$ cat src/rtl/rst_sup_pkg.sv
package rst_sup_pkg;

    typedef struct packed {
        logic sync1;
        logic sync2;
        logic filt;
        logic [7:0] cnt;
    } db_state_t;

    function automatic int unsigned dur_ticks(input logic [1:0] sel, input int unsigned unit);
        case (sel)
            2'd0:    return unit;
            2'd1:    return unit * 4;
            2'd2:    return unit * 8;
            default: return unit * 16;
        endcase
    endfunction

endpackage

$ cat src/rtl/rst_tick_gen.sv
module rst_tick_gen #(
    parameter int unsigned TICK_DIV = 1000
) (
    input  logic clk,
    input  logic rst_n,
    output logic tick_o
);
    localparam int unsigned TW = (TICK_DIV > 1) ? $clog2(TICK_DIV) : 1;

    generate
        if (TICK_DIV <= 1) begin : g_every
            assign tick_o = 1'b1;
        end else begin : g_div
            logic [TW-1:0] cnt_d, cnt_q;
            always_comb begin
                if (cnt_q == TW'(TICK_DIV - 1)) cnt_d = '0;
                else                            cnt_d = cnt_q + 1'b1;
            end
            always_ff @(posedge clk or negedge rst_n) begin
                if (!rst_n) cnt_q <= '0;
                else        cnt_q <= cnt_d;
            end
            assign tick_o = (cnt_q == TW'(TICK_DIV - 1));

            AST_TICK_SPACED: assert property (@(posedge clk) disable iff (!rst_n)
                tick_o |=> !tick_o);
        end
    endgenerate
endmodule

$ cat src/rtl/rst_debounce.sv
module rst_debounce
    import rst_sup_pkg::*;
#(
    parameter int unsigned DB_TICKS = 16
) (
    input  logic clk,
    input  logic rst_n,
    input  logic tick_i,
    input  logic raw_n_i,
    output logic filt_n_o
);
    db_state_t st_d, st_q;

    always_comb begin
        st_d       = st_q;
        st_d.sync1 = raw_n_i;
        st_d.sync2 = st_q.sync1;
        if (st_q.sync2 == st_q.filt) begin
            st_d.cnt = '0;
        end else if (tick_i) begin
            if (st_q.cnt >= 8'(DB_TICKS - 1)) begin
                st_d.filt = st_q.sync2;
                st_d.cnt  = '0;
            end else begin
                st_d.cnt = st_q.cnt + 8'd1;
            end
        end
    end

    always_ff @(posedge clk or negedge rst_n) begin
        if (!rst_n) st_q <= '{sync1: 1'b1, sync2: 1'b1, filt: 1'b1, cnt: 8'd0};
        else        st_q <= st_d;
    end

    assign filt_n_o = st_q.filt;

    initial begin
        assert (DB_TICKS >= 1 && DB_TICKS <= 255);
    end

    AST_FILT_ONLY_ON_TICK: assert property (@(posedge clk) disable iff (!rst_n)
        !tick_i |=> $stable(st_q.filt));
    AST_FILT_NEEDS_STABLE: assert property (@(posedge clk) disable iff (!rst_n)
        (st_q.sync2 == st_q.filt) |=> $stable(st_q.filt));
endmodule

$ cat src/rtl/rst_stretch.sv
module rst_stretch
    import rst_sup_pkg::*;
#(
    parameter int unsigned DUR_UNIT = 50
) (
    input  logic       clk,
    input  logic       rst_n,
    input  logic       tick_i,
    input  logic       cause_i,
    input  logic [1:0] sel_i,
    output logic       busy_o
);
    localparam int unsigned MAXD = DUR_UNIT * 16;
    localparam int unsigned CW   = $clog2(MAXD + 1);

    typedef struct packed {
        logic          busy;
        logic [CW-1:0] cnt;
    } st_t;

    st_t st_d, st_q;
    logic [31:0] need;

    always_comb begin
        need = 32'(dur_ticks(sel_i, DUR_UNIT));
        st_d = st_q;
        if (cause_i) begin
            st_d.busy = 1'b1;
            st_d.cnt  = '0;
        end else if (st_q.busy && tick_i) begin
            if (32'(st_q.cnt) + 32'd1 >= need) begin
                st_d.busy = 1'b0;
                st_d.cnt  = '0;
            end else begin
                st_d.cnt = st_q.cnt + 1'b1;
            end
        end
    end

    always_ff @(posedge clk or negedge rst_n) begin
        if (!rst_n) st_q <= '{busy: 1'b1, cnt: '0};
        else        st_q <= st_d;
    end

    assign busy_o = st_q.busy;

    AST_CAUSE_SETS_BUSY: assert property (@(posedge clk) disable iff (!rst_n)
        cause_i |=> busy_o);
    AST_IDLE_CNT_ZERO: assert property (@(posedge clk) disable iff (!rst_n)
        !st_q.busy |-> (st_q.cnt == '0));
    AST_RELEASE_ON_TICK: assert property (@(posedge clk) disable iff (!rst_n)
        $fell(st_q.busy) |-> ($past(tick_i) && !$past(cause_i)));
    AST_RESTART_ZERO: assert property (@(posedge clk) disable iff (!rst_n)
        cause_i |=> (st_q.cnt == '0));
endmodule

$ cat src/rtl/rst_supervisor.sv
module rst_supervisor #(
    parameter int unsigned TICK_DIV = 1000,
    parameter int unsigned DUR_UNIT = 50,
    parameter int unsigned DB_TICKS = 16
) (
    input  logic       clk,
    input  logic       rst_n,
    input  logic       vcc_low_i,
    input  logic       v2_low_i,
    input  logic       mr_raw_n_i,
    input  logic [1:0] tmo_sel_i,
    input  logic       pol_high_i,
    output logic       sys_rst_o,
    output logic       lowline_n_o,
    output logic       v2_ok_o
);
    logic tick;
    logic mr_filt_n;
    logic cause;
    logic busy;
    logic active;

    rst_tick_gen #(.TICK_DIV(TICK_DIV)) u_tick (
        .clk    (clk),
        .rst_n  (rst_n),
        .tick_o (tick)
    );

    rst_debounce #(.DB_TICKS(DB_TICKS)) u_db (
        .clk      (clk),
        .rst_n    (rst_n),
        .tick_i   (tick),
        .raw_n_i  (mr_raw_n_i),
        .filt_n_o (mr_filt_n)
    );

    assign cause = vcc_low_i | ~mr_filt_n;

    rst_stretch #(.DUR_UNIT(DUR_UNIT)) u_str (
        .clk     (clk),
        .rst_n   (rst_n),
        .tick_i  (tick),
        .cause_i (cause),
        .sel_i   (tmo_sel_i),
        .busy_o  (busy)
    );

    assign active      = busy | vcc_low_i;
    assign sys_rst_o   = pol_high_i ? active : ~active;
    assign lowline_n_o = ~vcc_low_i;
    assign v2_ok_o     = ~v2_low_i;

    AST_LOWLINE_IMPLIES_RST: assert property (@(posedge clk) disable iff (!rst_n)
        !lowline_n_o |-> (sys_rst_o == pol_high_i));
    AST_MR_HELD_RST: assert property (@(posedge clk) disable iff (!rst_n)
        !mr_filt_n |=> (sys_rst_o == pol_high_i));
endmodule

$ cat config.mk
export PLATFORM = sky130hd
export DESIGN_NAME = rst_supervisor
export DESIGN_NICKNAME = d
export VERILOG_FILES = /design/src/rtl/rst_sup_pkg.sv /design/src/rtl/rst_tick_gen.sv /design/src/rtl/rst_debounce.sv /design/src/rtl/rst_stretch.sv /design/src/rtl/rst_supervisor.sv
export SDC_FILE = /design/constraint.sdc
export NUM_CORES = 1
export LEC_CHECK = 0
export BUFFER_PORTS_ARGS = -buffer_cell sky130_fd_sc_hd__buf_2
export CAP_MARGIN = 20
export CORE_MARGIN = 1
export CORE_UTILIZATION = 54
export DETAILED_ROUTE_END_ITERATION = 10
export GPL_TIMING_DRIVEN = 1
export PLACE_DENSITY = 0.72
export SLEW_MARGIN = 25
export SYNTH_ARGS = -nofsm -noshare
export SYNTH_HDL_FRONTEND = slang
export SYNTH_HIERARCHICAL = 1
export SYNTH_SLANG_ARGS = --single-unit
$ cat constraint.sdc
create_clock -name clk -period 2.4 [get_ports clk]
set_input_delay 0.24 -clock clk [delete_from_list [all_inputs] [get_ports clk]]
set_output_delay 0.24 -clock clk [all_outputs]
set_load 0.05 [all_outputs]
After elaboration in Yosys (flattened, before gate mapping)
Cells that the tools add are included.
Widths: inputs -> output; s select.
{"block": "totals", "register_bits": 32, "in_bits": 8, "output_inout_bits": 3, "word_cells": 41}
{"block": "op_classes", "n_addsub": 4, "mux": 10, "magnitude_cmp": 2, "bitwise": 7, "reduce_logical": 7, "n_eq_ne": 4}
{"op": "$ge 32x10->1", "n": 1}
{"op": "$pmux 10 s3", "n": 1}
{"op": "$mux 8", "n": 3}
{"op": "$mux 11", "n": 2}
{"op": "$add 10x1->10 const B", "n": 2}
{"op": "$mux 10", "n": 2}
{"op": "$add 10x1->11 const B", "n": 1}
{"op": "$eq 10x10->1 const B", "n": 1}
{"op": "$add 8x1->8 const B", "n": 1}
{"op": "$ge 8x4->1 const B", "n": 1}
{"op": "$reduce_bool 2->1", "n": 3}
{"op": "$not 1->1", "n": 5}
{"op": "$reduce_and 3->1", "n": 1}
{"op": "$eq 2x1->1 const B", "n": 1}
{"op": "$eq 2x2->1 const B", "n": 1}
{"op": "$logic_not 2->1", "n": 1}
{"op": "$mux 1", "n": 2}
{"op": "$or 1x1->1", "n": 2}
{"op": "$reduce_and 2->1", "n": 1}
{"op": "$eq 1x1->1", "n": 1}
{"op": "$logic_and 1x1->1", "n": 1}

Depth between registers and ports, before layout
Gate-level depths: netlist of run 1.
{"block": "logic_depth", "ltp_word": 6, "ltp_mapped": 13, "ltp_nobuf": 12}

Hierarchy
Netlist of run 1, hierarchy kept.
{"mod": "rst_stretch", "cells_each": 104, "area_per_inst_um2": 943.4, "instances": 1}
{"mod": "rst_debounce", "cells_each": 38, "area_per_inst_um2": 489.2, "instances": 1}
{"mod": "rst_tick_gen", "cells_each": 43, "area_per_inst_um2": 483.0, "instances": 1}
{"mod": "rst_supervisor", "cells_each": 5, "area_per_inst_um2": 23.8, "instances": 1}

Worst setup path after synthesis of run 1
OpenSTA, ideal clock, no wires.
{"block": "synth_timing", "path_kind": "reg-to-reg", "from": "register u_str/st_q[0] (netlist bit)", "to": "register u_str/st_q[1] (netlist bit)", "setup_slack_ns": -0.183, "path_stages_with_launch": 14, "period_less_slack_ns": 2.583, "setup_ns": 0.092, "t_required_ns": 2.308, "arrival_time_ns": 2.491, "path_cell_list": "dfrtp_1 -> ha_1 -> nand3_2 -> nor2_1 -> and3_1 -> xnor2_1 -> inv_1 -> ha_1 -> o211ai_1 -> nor2_1 -> a2111oi_4 -> o311ai_2 -> buf_6 -> o31ai_2"}
{"block": "synth_between", "elab_chain_len": 5}
{"item": "from (decl)", "line_no": "rst_stretch.sv:21", "source": "st_t st_d, st_q;"}
{"item": "from (signal assigned)", "line_no": "rst_stretch.sv:41", "source": "if (!rst_n) st_q <= '{busy: 1'b1, cnt: '0};"}
{"item": "from (signal assigned)", "line_no": "rst_stretch.sv:42", "source": "else st_q <= st_d;"}
{"item": "$add 10x1->11", "line_no": "rst_stretch.sv:31", "source": "if (32'(st_q.cnt) + 32'd1 >= need) begin"}
{"item": "$ge 32x10->1", "line_no": "rst_stretch.sv:31"}
{"item": "$mux 10 (*)", "line_no": "rst_stretch.sv:31"}
{"item": "$mux 11 (*)", "line_no": "rst_stretch.sv:30", "source": "end else if (st_q.busy && tick_i) begin"}
{"item": "$mux 11 (*)", "line_no": "rst_stretch.sv:27", "source": "if (cause_i) begin"}
Mark *: on every way between the ends. The rest lies on a longest branch, timed or not. The select of a mux whose other input is x is not followed.
A chain may end at the register's enable or synchronous reset.

Worst setup path in the final report of run 1
{"block": "layout_timing", "from": "register u_str/st_q[0] (netlist bit)", "to": "register u_str/st_q[2] (netlist bit)"}
Same word-level chain as after synthesis.

==> results.toml, run 1 <==
[routing]
route.vias.total = 1568
avgViaCountPerCell = 5.64
drc = 0
drt_wl_total_um = 4650
drt-initial-drc-count = 109
firstDrtPassIters = 4
ant_nets = 0
wl_per_cell_um = 16.7

[outcome]
violations = "setup timing"
outcome = "finished with violations"

[critical_path]
cpMaxStageDelayCell = "dfrtp_1"
slowest_delay_ps = 430
crit_chain = "nand4_1, nor2_1, xor2_1, ha_1, o211ai_1, nor2_2, a2111oi_4, o311ai_4, buf_6, o41ai_2"
cp_max_fo = 5
critPathArrivalTime_ps = 2870
rrSetupSlack_ps = -230
crit_required_ps = 2650
critical_path_class = "reg2reg"
worst_setup_path_end_kind = "flip-flop"
startpoint_type = "flip-flop"

[power_and_ir_drop]
intPower_mw = 0.784
leakage_nw = 1.09
power_frac_comb_pct = 6.6
p_per_area_nw_per_um2 = 408
sw_frac_of_total_pct = 23.4
vdd_ir_drop_max_uv = 217
p_seq_share_pct = 53.1
p_switching_mw = 0.239
power_frac_clock_pct = 40.3

[grt]
track_usage_pct = 25.9
grt_pass1_wl_um = 6940
use_met2_pct = 44.9
grt_max_degree = 33
grt_busiest_layer = "met2"
met3_usage_pct = 6.83
grt_pass1_vias = 1554
grt_overflow = 0
antenna_found_initial = 0
grtUsageMet1_pct = 30.4

[timing]
relSlewSlack_pct = 53.4
grt_setup_unrepaired = "true"
slew_viol_final = 0
period_needed_ps = 2630
worst_pin_slew_ps = 699
finalSetupViolCount = 11
hold_viol = 0
finalCritPeriodShare_pct = 109
finClkSkew_ps = 8.28
max_freq_ghz = 0.381
setup_slack_ps = -226

[final_layout]
num_antenna_cells = 0
seqCellArea_um2 = 806
layoutNonFillerInstCount = 278
final_nets = 254
area_growth_pct = 29.4
layout-drive-gt1-share_pct = 37.1
multiInputGateArea_um2 = 1230
nFillCells = 225

[placed_design]
hpwl_um = 3060
place_congestion = 0.831
dp.cells = 265
io_buffers = 10
pre_cts_ws_ps = -223

[die]
core_area_um2 = 3390
ios = 11
start_util_pct = 57.2
fp.dieW_um = 61.9
fp.dieH_um = 61.9
rows = 21
die-area_um2 = 3840

[flow_run]
drv_cap = 0

[yosys]
netlist_top_cells_area = "dfrtp_1, ha_1, dfstp_2"
synthTopCellsByCount = "dfrtp_1, nand2_1, inv_1, ha_1, nor2_1"
syn_inst = 190
synth-async-reset-ratio_pct = 100
syn_area_per_cell_um2 = 10.2
yosysTopAreaCell = "dfrtp_1"
yosys.area.top_type_share_pct = 36.1
synth_area_um2 = 1940
synthesis.nets = 213
ys_types = 51
yosys_warnings = 6
ys_seq_elements = 32
synth_edf_count = 0
ys_seq_area_share_pct = 41.5
synthMostInstantiatedCell = "dfrtp_1"
synth_flop_cell = "dfrtp_1"

[clock_tree]
cts_htree_levels = 2
clockRootBuffer = "clkbuf_4"
clkTransAtPathRegs_ps = 100
cts_tree = "done"
cts_buffers = 5
cts_max_path_buffers = 2
clock_latency_ps = 350
clock_sinks = 32

[min_path]
hp-class = "reg2reg"
==> flip-flops by register name, indices dropped and copies added (netlist names) <==
signal	count
u_tick/g_div.cnt_q	10
u_str/st_q	10
u_db/st_d	1
u_db/filt_n_o	1
u_db/st_q	9
u_str/busy_o	1
==> placed cells by master, fill, tap and decap left out, drive strengths merged, types with 2 or more instances in the layout <==
| cell | synthesis | layout |
|---|---|---|
| o21ai | 5 | 5 |
| ha | 15 | 15 |
| nand3 | 11 | 11 |
| a2111oi | 2 | 2 |
| dfrtp | 28 | 28 |
| nor2 | 13 | 13 |
| nand4 | 3 | 3 |
| inv | 16 | 16 |
| or2 | 4 | 4 |
| xor2 | 7 | 7 |
| and2 | 4 | 4 |
| a21oi | 5 | 5 |
| buf | 3 | 37 |
| o31ai | 4 | 4 |
| nor2b | 2 | 2 |
| clkbuf | 2 | 6 |
| o22ai | 2 | 2 |
| a31oi | 4 | 4 |
| nand2b | 3 | 3 |
| xnor2 | 8 | 8 |
| and3 | 6 | 6 |
| dlygate4sd3 | 0 | 2 |
| dfstp | 4 | 4 |
| o211ai | 2 | 2 |
| nand4b | 2 | 2 |
| and4 | 2 | 2 |
| nand2 | 18 | 18 |
==> area by class of cell <==
class / count / area share [%]
repair buffers: 39 / 11.2
clock inverters: 2 / 1.40
multi-input cells: 137 / 49.0
inverters: 16 / 2.39
clock buffers: 6 / 1.65
well taps: 46 / 2.29
flip-flops and latches: 32 / 32.1
==> logic make-up (layout without fill, tap and decap cells) <==
kind of cell	count (synthesis)	count (layout)	share of synthesized area (%)
AND/OR/NAND/NOR	72	72	21.0
AO/OA/AOI/OAI	33	33	15.3
flip-flops	32	32	41.5
buffers and inverters	21	63	4.58
adder cells (fa/ha/maj)	15	15	9.68
XOR/XNOR	15	15	6.77
multiplexers	2	2	1.10
==> per-layer routing <==
layer / vias up / part of all wire, %
met5: - / 0
met4: 0 / 4.9
met3: 21 / 3.7
met2: 52 / 52
met1: 753 / 39
li1: 742 / -
==> critical path, delay by kind of cell (launching register included) <==
family / cells / cell delay, ps
buffers and inverters: 1 / 170
and+or+nand+nor: 3 / 450
AOI/OAI and AO/OA: 4 / 870
xor gates and xnor gates: 1 / 310
adders and majority gates: 1 / 300
DFF: 1 / 430
==> metrics by stage <==
stage          TNS, ps  cell area [um^2]  hold WS (ps)  util, %  total power [mW]
2_1_floorplan     -234              1980         -55.6        -             0.584
3_3_place_gp      -527              2240           309     66.0             0.611
3_5_place_dp     -1340              2240           326     66.0             0.614
4_1_cts          -1840              2440           369     72.0              1.03
5_1_grt          -3830              2510           357     74.0              1.08
6_report         -1780              2510           362     74.0              1.02
==> power by group through the flow <==
| stage | combinational [mW] | sequential, mW | clock (mW) |
|---|---|---|---|
| floorplan | 0.0305 | 0.554 | 0 |
| global placement | 0.0569 | 0.554 | 0 |
| detailed placement | 0.0595 | 0.554 | 0 |
| CTS | 0.0653 | 0.544 | 0.417 |
| global route | 0.0761 | 0.544 | 0.455 |
| finish | 0.0679 | 0.544 | 0.412 |
==> what timing repair did <==
action                                 in CTS  in global routing
pin swaps                                  10                  9
setup endpoints to repair                  11                 11
hold buffers                                2                  0
endpoints found under the hold margin      29                  0
resized for setup                          11                 12
setup buffers                               4                  1
==> final timing paths <==
kind                                            from                         endpoint  cells after the start
min in group asynchronous                      rst_n  u_tick/g_div.cnt_q[2]$_DFF_PN0_                      2
max in group asynchronous                      rst_n         u_db/st_q[6]$_DFFE_PN0P_                      2
hold / removal                u_db/st_d[9]$_DFF_PN1_           u_db/st_q[9]$_DFF_PN1_                      0
setup / recovery           u_str/st_q[0]$_DFFE_PN0P_        u_str/st_q[2]$_DFFE_PN0P_                     10
hold reg to reg               u_db/st_d[9]$_DFF_PN1_           u_db/st_q[9]$_DFF_PN1_                      0
setup reg to reg           u_str/st_q[0]$_DFFE_PN0P_        u_str/st_q[2]$_DFFE_PN0P_                     10
Power figures use the tool's default switching activity.
==> run 2: changes to the inputs <==
- CAP_MARGIN: 20 -> 15
- CELL_PAD_IN_SITES_DETAIL_PLACEMENT: default -> 0
- CELL_PAD_IN_SITES_GLOBAL_PLACEMENT: default -> 1
- CORE_UTILIZATION: 54 -> 43
- MAX_ROUTING_LAYER: default -> met4
==> run 2 against run 1 <==
Against the previous run:
- the run still ends with setup timing left
- fmax decreased by 3.8%
- global-route usage decreased by 7.2 points
- sequential cell count unchanged
- clock power increased by 21%
- largest cell class unchanged
==> results.toml, run 2 (synthesis gave the netlist of run 1 again) <==
[outcome]
outcome = "finished with violations"
violations = "setup timing"

[critical_path]
crit_required_ps = 2550
rrSetupSlack_ps = -330
cp_max_fo = 4
startpoint_type = "flip-flop"
rr_startpoint = "u_str/st_q[0]$_DFFE_PN0P_"
critPathLaunch = "u_str/st_q[0]$_DFFE_PN0P_"
cpMostUsedCell = "ha_4"
cpMaxStageDelayCell = "dfrtp_1"
critPathArrivalTime_ps = 2880
crit_chain = "buf_6, ha_4, nand3_4, nor2_4, and3_4, xnor2_2, inv_1, ha_4, o211ai_1, nor2_2, a2111oi_4, o311ai_4, o41ai_1"
slowest_delay_ps = 410
worst_setup_path_end_kind = "flip-flop"
critical_path_class = "reg2reg"

[placed_design]
dpl_cell_area_um2 = 2260
io_buffers = 10
dp.cells = 273
place_congestion = 0.818
hpwl_um = 3030

[power_and_ir_drop]
p_switching_mw = 0.234
sw_frac_of_total_pct = 21.1
power_frac_comb_pct = 5.7
leakage_nw = 1.11
vdd_ir_drop_max_uv = 333
power_frac_clock_pct = 45.1
power_mw = 1.11
intPower_mw = 0.872
p_per_area_nw_per_um2 = 434
p_seq_share_pct = 49.2

[routing]
wl_per_cell_um = 14.5
route.vias.total = 1504
drt_wl_total_um = 4130
firstDrtPassIters = 4
avgViaCountPerCell = 5.28
drt-initial-drc-count = 66
ant_nets = 0
drc = 0

[timing]
finalCritPeriodShare_pct = 114
finClkSkew_ps = 8.50
slew_viol_final = 0
grt_setup_unrepaired = "true"
relSlewSlack_pct = 53.5
worst_pin_slew_ps = 698
setup_slack_ps = -329
hold_viol = 0
setup_tns_ps = -3210
max_freq_ghz = 0.366
finalSetupViolCount = 11
period_needed_ps = 2730

[final_layout]
final_nets = 255
layout-drive-gt1-share_pct = 37.8
final_area_um2 = 2550
top_regs = "u_str/st_q (10), u_tick/g_div.cnt_q (10), u_db/st_q (9)"
area_growth_pct = 31.3
seqCellArea_um2 = 806
final_common_cell = "dfrtp_1"
num_antenna_cells = 0
layoutNonFillerInstCount = 285
mostFrequentLayoutCells = "dfrtp_1, buf_4, nand2_1, inv_1, ha_1"
multiInputGateArea_um2 = 1220
nFillCells = 355

[grt]
use_met2_pct = 31.9
grtUsageMet1_pct = 21.8
grt_overflow = 0
grt_busiest_layer = "met2"
grt_max_degree = 33
antenna_found_initial = 0
grt_pass1_vias = 1529
track_usage_pct = 18.7
met3_usage_pct = 3.51
grt_pass1_wl_um = 6820

[clock_tree]
hold_buffers = 0
cts_tree = "done"
clock_sinks = 32
cts_htree_levels = 2
clock_latency_ps = 280
cts_buffers = 5
cts_max_path_buffers = 2
clockRootBuffer = "clkbuf_8"
clkTransAtPathRegs_ps = 70

[die]
core_area_um2 = 4350
start_util_pct = 44.5
fp.dieH_um = 69.2
rows = 24
die-area_um2 = 4780
ios = 11
fp.dieW_um = 69.2

[min_path]
hp-class = "in2async"

[flow_run]
drv_cap = 0
run 2: cell types whose count changed in the layout (fill, tap and decap cells not counted), sizes merged:
cell,previous run,this run
dlygate4sd3,2,0
buf,37,40
run 2: repair_timing:
action                                  in CTS  in global routing
setup buffers                                1                  3
pin swaps                                    2                 12
resized for setup                            7                 17
endpoints found under the setup margin      11                 11
run 2: power by group through the flow:
stage | clock, mW | combinational, mW | sequential (mW)
floorplan | 0 | 0.0305 | 0.554
global placement | 0 | 0.0576 | 0.554
detailed placement | 0 | 0.0602 | 0.554
CTS | 0.510 | 0.0610 | 0.544
global route | 0.532 | 0.0724 | 0.544
finish | 0.499 | 0.0630 | 0.544
run 2: per-layer routing:
| metal | share of wire (%) | wire length, um |
|---|---|---|
| met1 | 43 | 1760 |
| met2 | 53 | 2200 |
| met3 | 2.2 | 89 |
| met4 | 1.8 | 76 |
| met5 | 0 | 0 |
run 2: metrics by stage:
| step | hold slack, ps | setup WS (ps) | util [%] |
|---|---|---|---|
| 2_1_floorplan | -55.6 | -50.4 | - |
| 3_3_place_gp | 317 | -120 | 51.9 |
| 3_5_place_dp | 333 | -292 | 51.9 |
| 4_1_cts | 29.0 | -301 | 55.3 |
| 5_1_grt | 51.7 | -461 | 58.5 |
| 6_report | 2.15 | -329 | 58.5 |
run 2: final timing paths:
kind / depth (start not counted) / end
setup / recovery: 13 / u_str/st_q[2]$_DFFE_PN0P_
hold reg to reg: 0 / u_db/st_q[9]$_DFF_PN1_
min in group clk: 1 / u_db/st_d[9]$_DFF_PN1_
setup reg to reg: 13 / u_str/st_q[2]$_DFFE_PN0P_
hold / removal: 1 / u_tick/g_div.cnt_q[2]$_DFF_PN0_
max in group asynchronous: 1 / u_str/st_q[3]$_DFFE_PN0P_
run 2: critical path: cells and delay by family, from the launching register on:
| kind | cells | cell delay, ps |
|---|---|---|
| DFF | 1 | 410 |
| buffers and inverters | 2 | 220 |
| xor gates and xnor gates | 1 | 160 |
| and+or+nand+nor | 4 | 400 |
| adders and majority gates | 2 | 370 |
| AOI/OAI and AO/OA | 4 | 1040 |
run 2: cell type report:
class / count / area share, %
clock inverters: 2 / 1.38
inverters: 16 / 2.36
well taps: 52 / 2.56
flip-flops and latches: 32 / 31.6
repair buffers: 40 / 11.4
multi-input cells: 137 / 47.8
clock buffers: 6 / 2.85
==> run 3: changes to the inputs <==
- clock period: 2.4 -> 2.5 ns (I/O delays scaled with it)
==> run 3 against run 2 <==
Against the previous run:
- global-route usage decreased by 0.63 points
- sequential cell count unchanged
- largest cell class unchanged
- clock-buffer cell count increased by 1
- the run still ends with setup timing left
- combinational power decreased by 13%
- routed wire length decreased by 3.9%
- sequential power decreased by 4.0%
==> results.toml, run 3 (synthesis gave the netlist of run 1 again) <==
[grt]
grt_pass1_wl_um = 6690
track_usage_pct = 18.1
grt_overflow = 0
antenna_found_initial = 0
grt_max_degree = 33
grt_pass1_vias = 1493

[timing]
finalSetupViolCount = 11
relSlewSlack_pct = 52.7
max_freq_ghz = 0.374
finClkSkew_ps = 7.97
hold_viol = 0
period_needed_ps = 2670
slew_viol_final = 0
grt_setup_unrepaired = "true"
setup_slack_ps = -172
finalCritPeriodShare_pct = 107
fin_hold_ws_ps = 18.5
worst_pin_slew_ps = 710
setup_tns_ps = -908

[clock_tree]
cts_buffers = 5
cts_max_path_buffers = 2
clkTransAtPathRegs_ps = 70
cts_htree_levels = 2
clock_sinks = 32
hold_buffers = 0
clock_latency_ps = 280
cts_tree = "done"
clockRootBuffer = "clkbuf_8"

[power_and_ir_drop]
power_mw = 0.955
p_per_area_nw_per_um2 = 393
leakage_nw = 1.08
vdd_ir_drop_max_uv = 195

[flow_run]
drv_cap = 0

[outcome]
outcome = "finished with violations"
violations = "setup timing"

[final_layout]
utilization_pct = 55.9
layout-drive-gt1-share_pct = 34.1
final_nets = 248
area_growth_pct = 25.5
mostFrequentLayoutCells = "dfrtp_1, buf_4, nand2_1, inv_1, ha_1"
final_area_um2 = 2430
top_regs = "u_str/st_q (10), u_tick/g_div.cnt_q (10), u_db/st_q (9)"
layoutNonFillerInstCount = 278
final_common_cell = "dfrtp_1"
num_antenna_cells = 0

[critical_path]
crit_required_ps = 2680
critPathLaunch = "u_str/st_q[4]$_DFFE_PN0P_"
rrSetupSlack_ps = -170
critPathArrivalTime_ps = 2850
rr_startpoint = "u_str/st_q[4]$_DFFE_PN0P_"
cp_max_fo = 3
critical_path_class = "reg2reg"
startpoint_type = "flip-flop"
worst_setup_path_end_kind = "flip-flop"

[routing]
drt-initial-drc-count = 58
firstDrtPassIters = 4
drt_wl_total_um = 3960
drc = 0
ant_nets = 0
wl_per_cell_um = 14.3
route.vias.total = 1483
avgViaCountPerCell = 5.33

[placed_design]
io_buffers = 10
hpwl_um = 2810
dp.cells = 267
dpl_cell_area_um2 = 2190
place_congestion = 0.797
pre_cts_ws_ps = -130

[die]
core_area_um2 = 4350
start_util_pct = 44.5
fp.dieH_um = 69.2
fp.dieW_um = 69.2
rows = 24
ios = 11
die-area_um2 = 4780

[min_path]
hp-class = "in2async"
-- run 3: cell types whose count changed in the layout (fill, tap and decap cells not counted), sizes merged --
cell | before | now
buf | 40 | 33
clkbuf | 6 | 7
bufinv | 1 | 0
-- run 3: critical path, stage by stage (launching register included) --
cell	delay (ps)
dfrtp_1	360
nand3_1	110
or2_1	280
nor2_2	120
xnor2_1	150
inv_1	70
ha_1	360
o211ai_1	120
nor2_2	80
a2111oi_4	350
o311ai_4	180
buf_4	180
o41ai_2	210
-- run 3: cell type report --
type / instances / area (um^2)
Inverter: 16 / 60.1
Timing Repair Buffer: 33 / 230
Sequential cell: 32 / 806
Tap cell: 52 / 65.1
Clock buffer: 7 / 76.3
Clock inverter: 1 / 5.00
Fill cell: 392 / 1920
Multi-Input combinational cell: 137 / 1190
-- run 3: layer usage --
metal	part of all wire, %	wire length, um	track usage [%]	up-vias
met5	0	0	-	-
met4	1.2	47	6.58	0
met3	2.5	100	3.95	5
met2	52	2050	30.1	22
met1	45	1770	21.4	722
li1	-	-	-	734
-- run 3: path summary, 6_finish.rpt --
check,to,depth (start not counted)
setup reg to reg,u_str/st_q[2]$_DFFE_PN0P_,12
max in group asynchronous,u_str/st_q[4]$_DFFE_PN0P_,1
setup / recovery,u_str/st_q[2]$_DFFE_PN0P_,12
hold / removal,u_tick/g_div.cnt_q[4]$_DFF_PN0_,1
hold reg to reg,u_db/st_q[9]$_DFF_PN1_,0
min in group clk,u_db/st_d[9]$_DFF_PN1_,1
-- run 3: timing repair --
item	CTS	global route
setup endpoints to repair	11	11
setup buffers	1	2
pin swaps	1	11
gates resized for setup	4	17
-- run 3: report_power, final --
group          total [mW]  switching (mW)  internal, mW  leakage (nW)
clock               0.379           0.183         0.195        0.0422
combinational      0.0546          0.0376        0.0170         0.615
sequential          0.522         0.00130         0.521         0.419
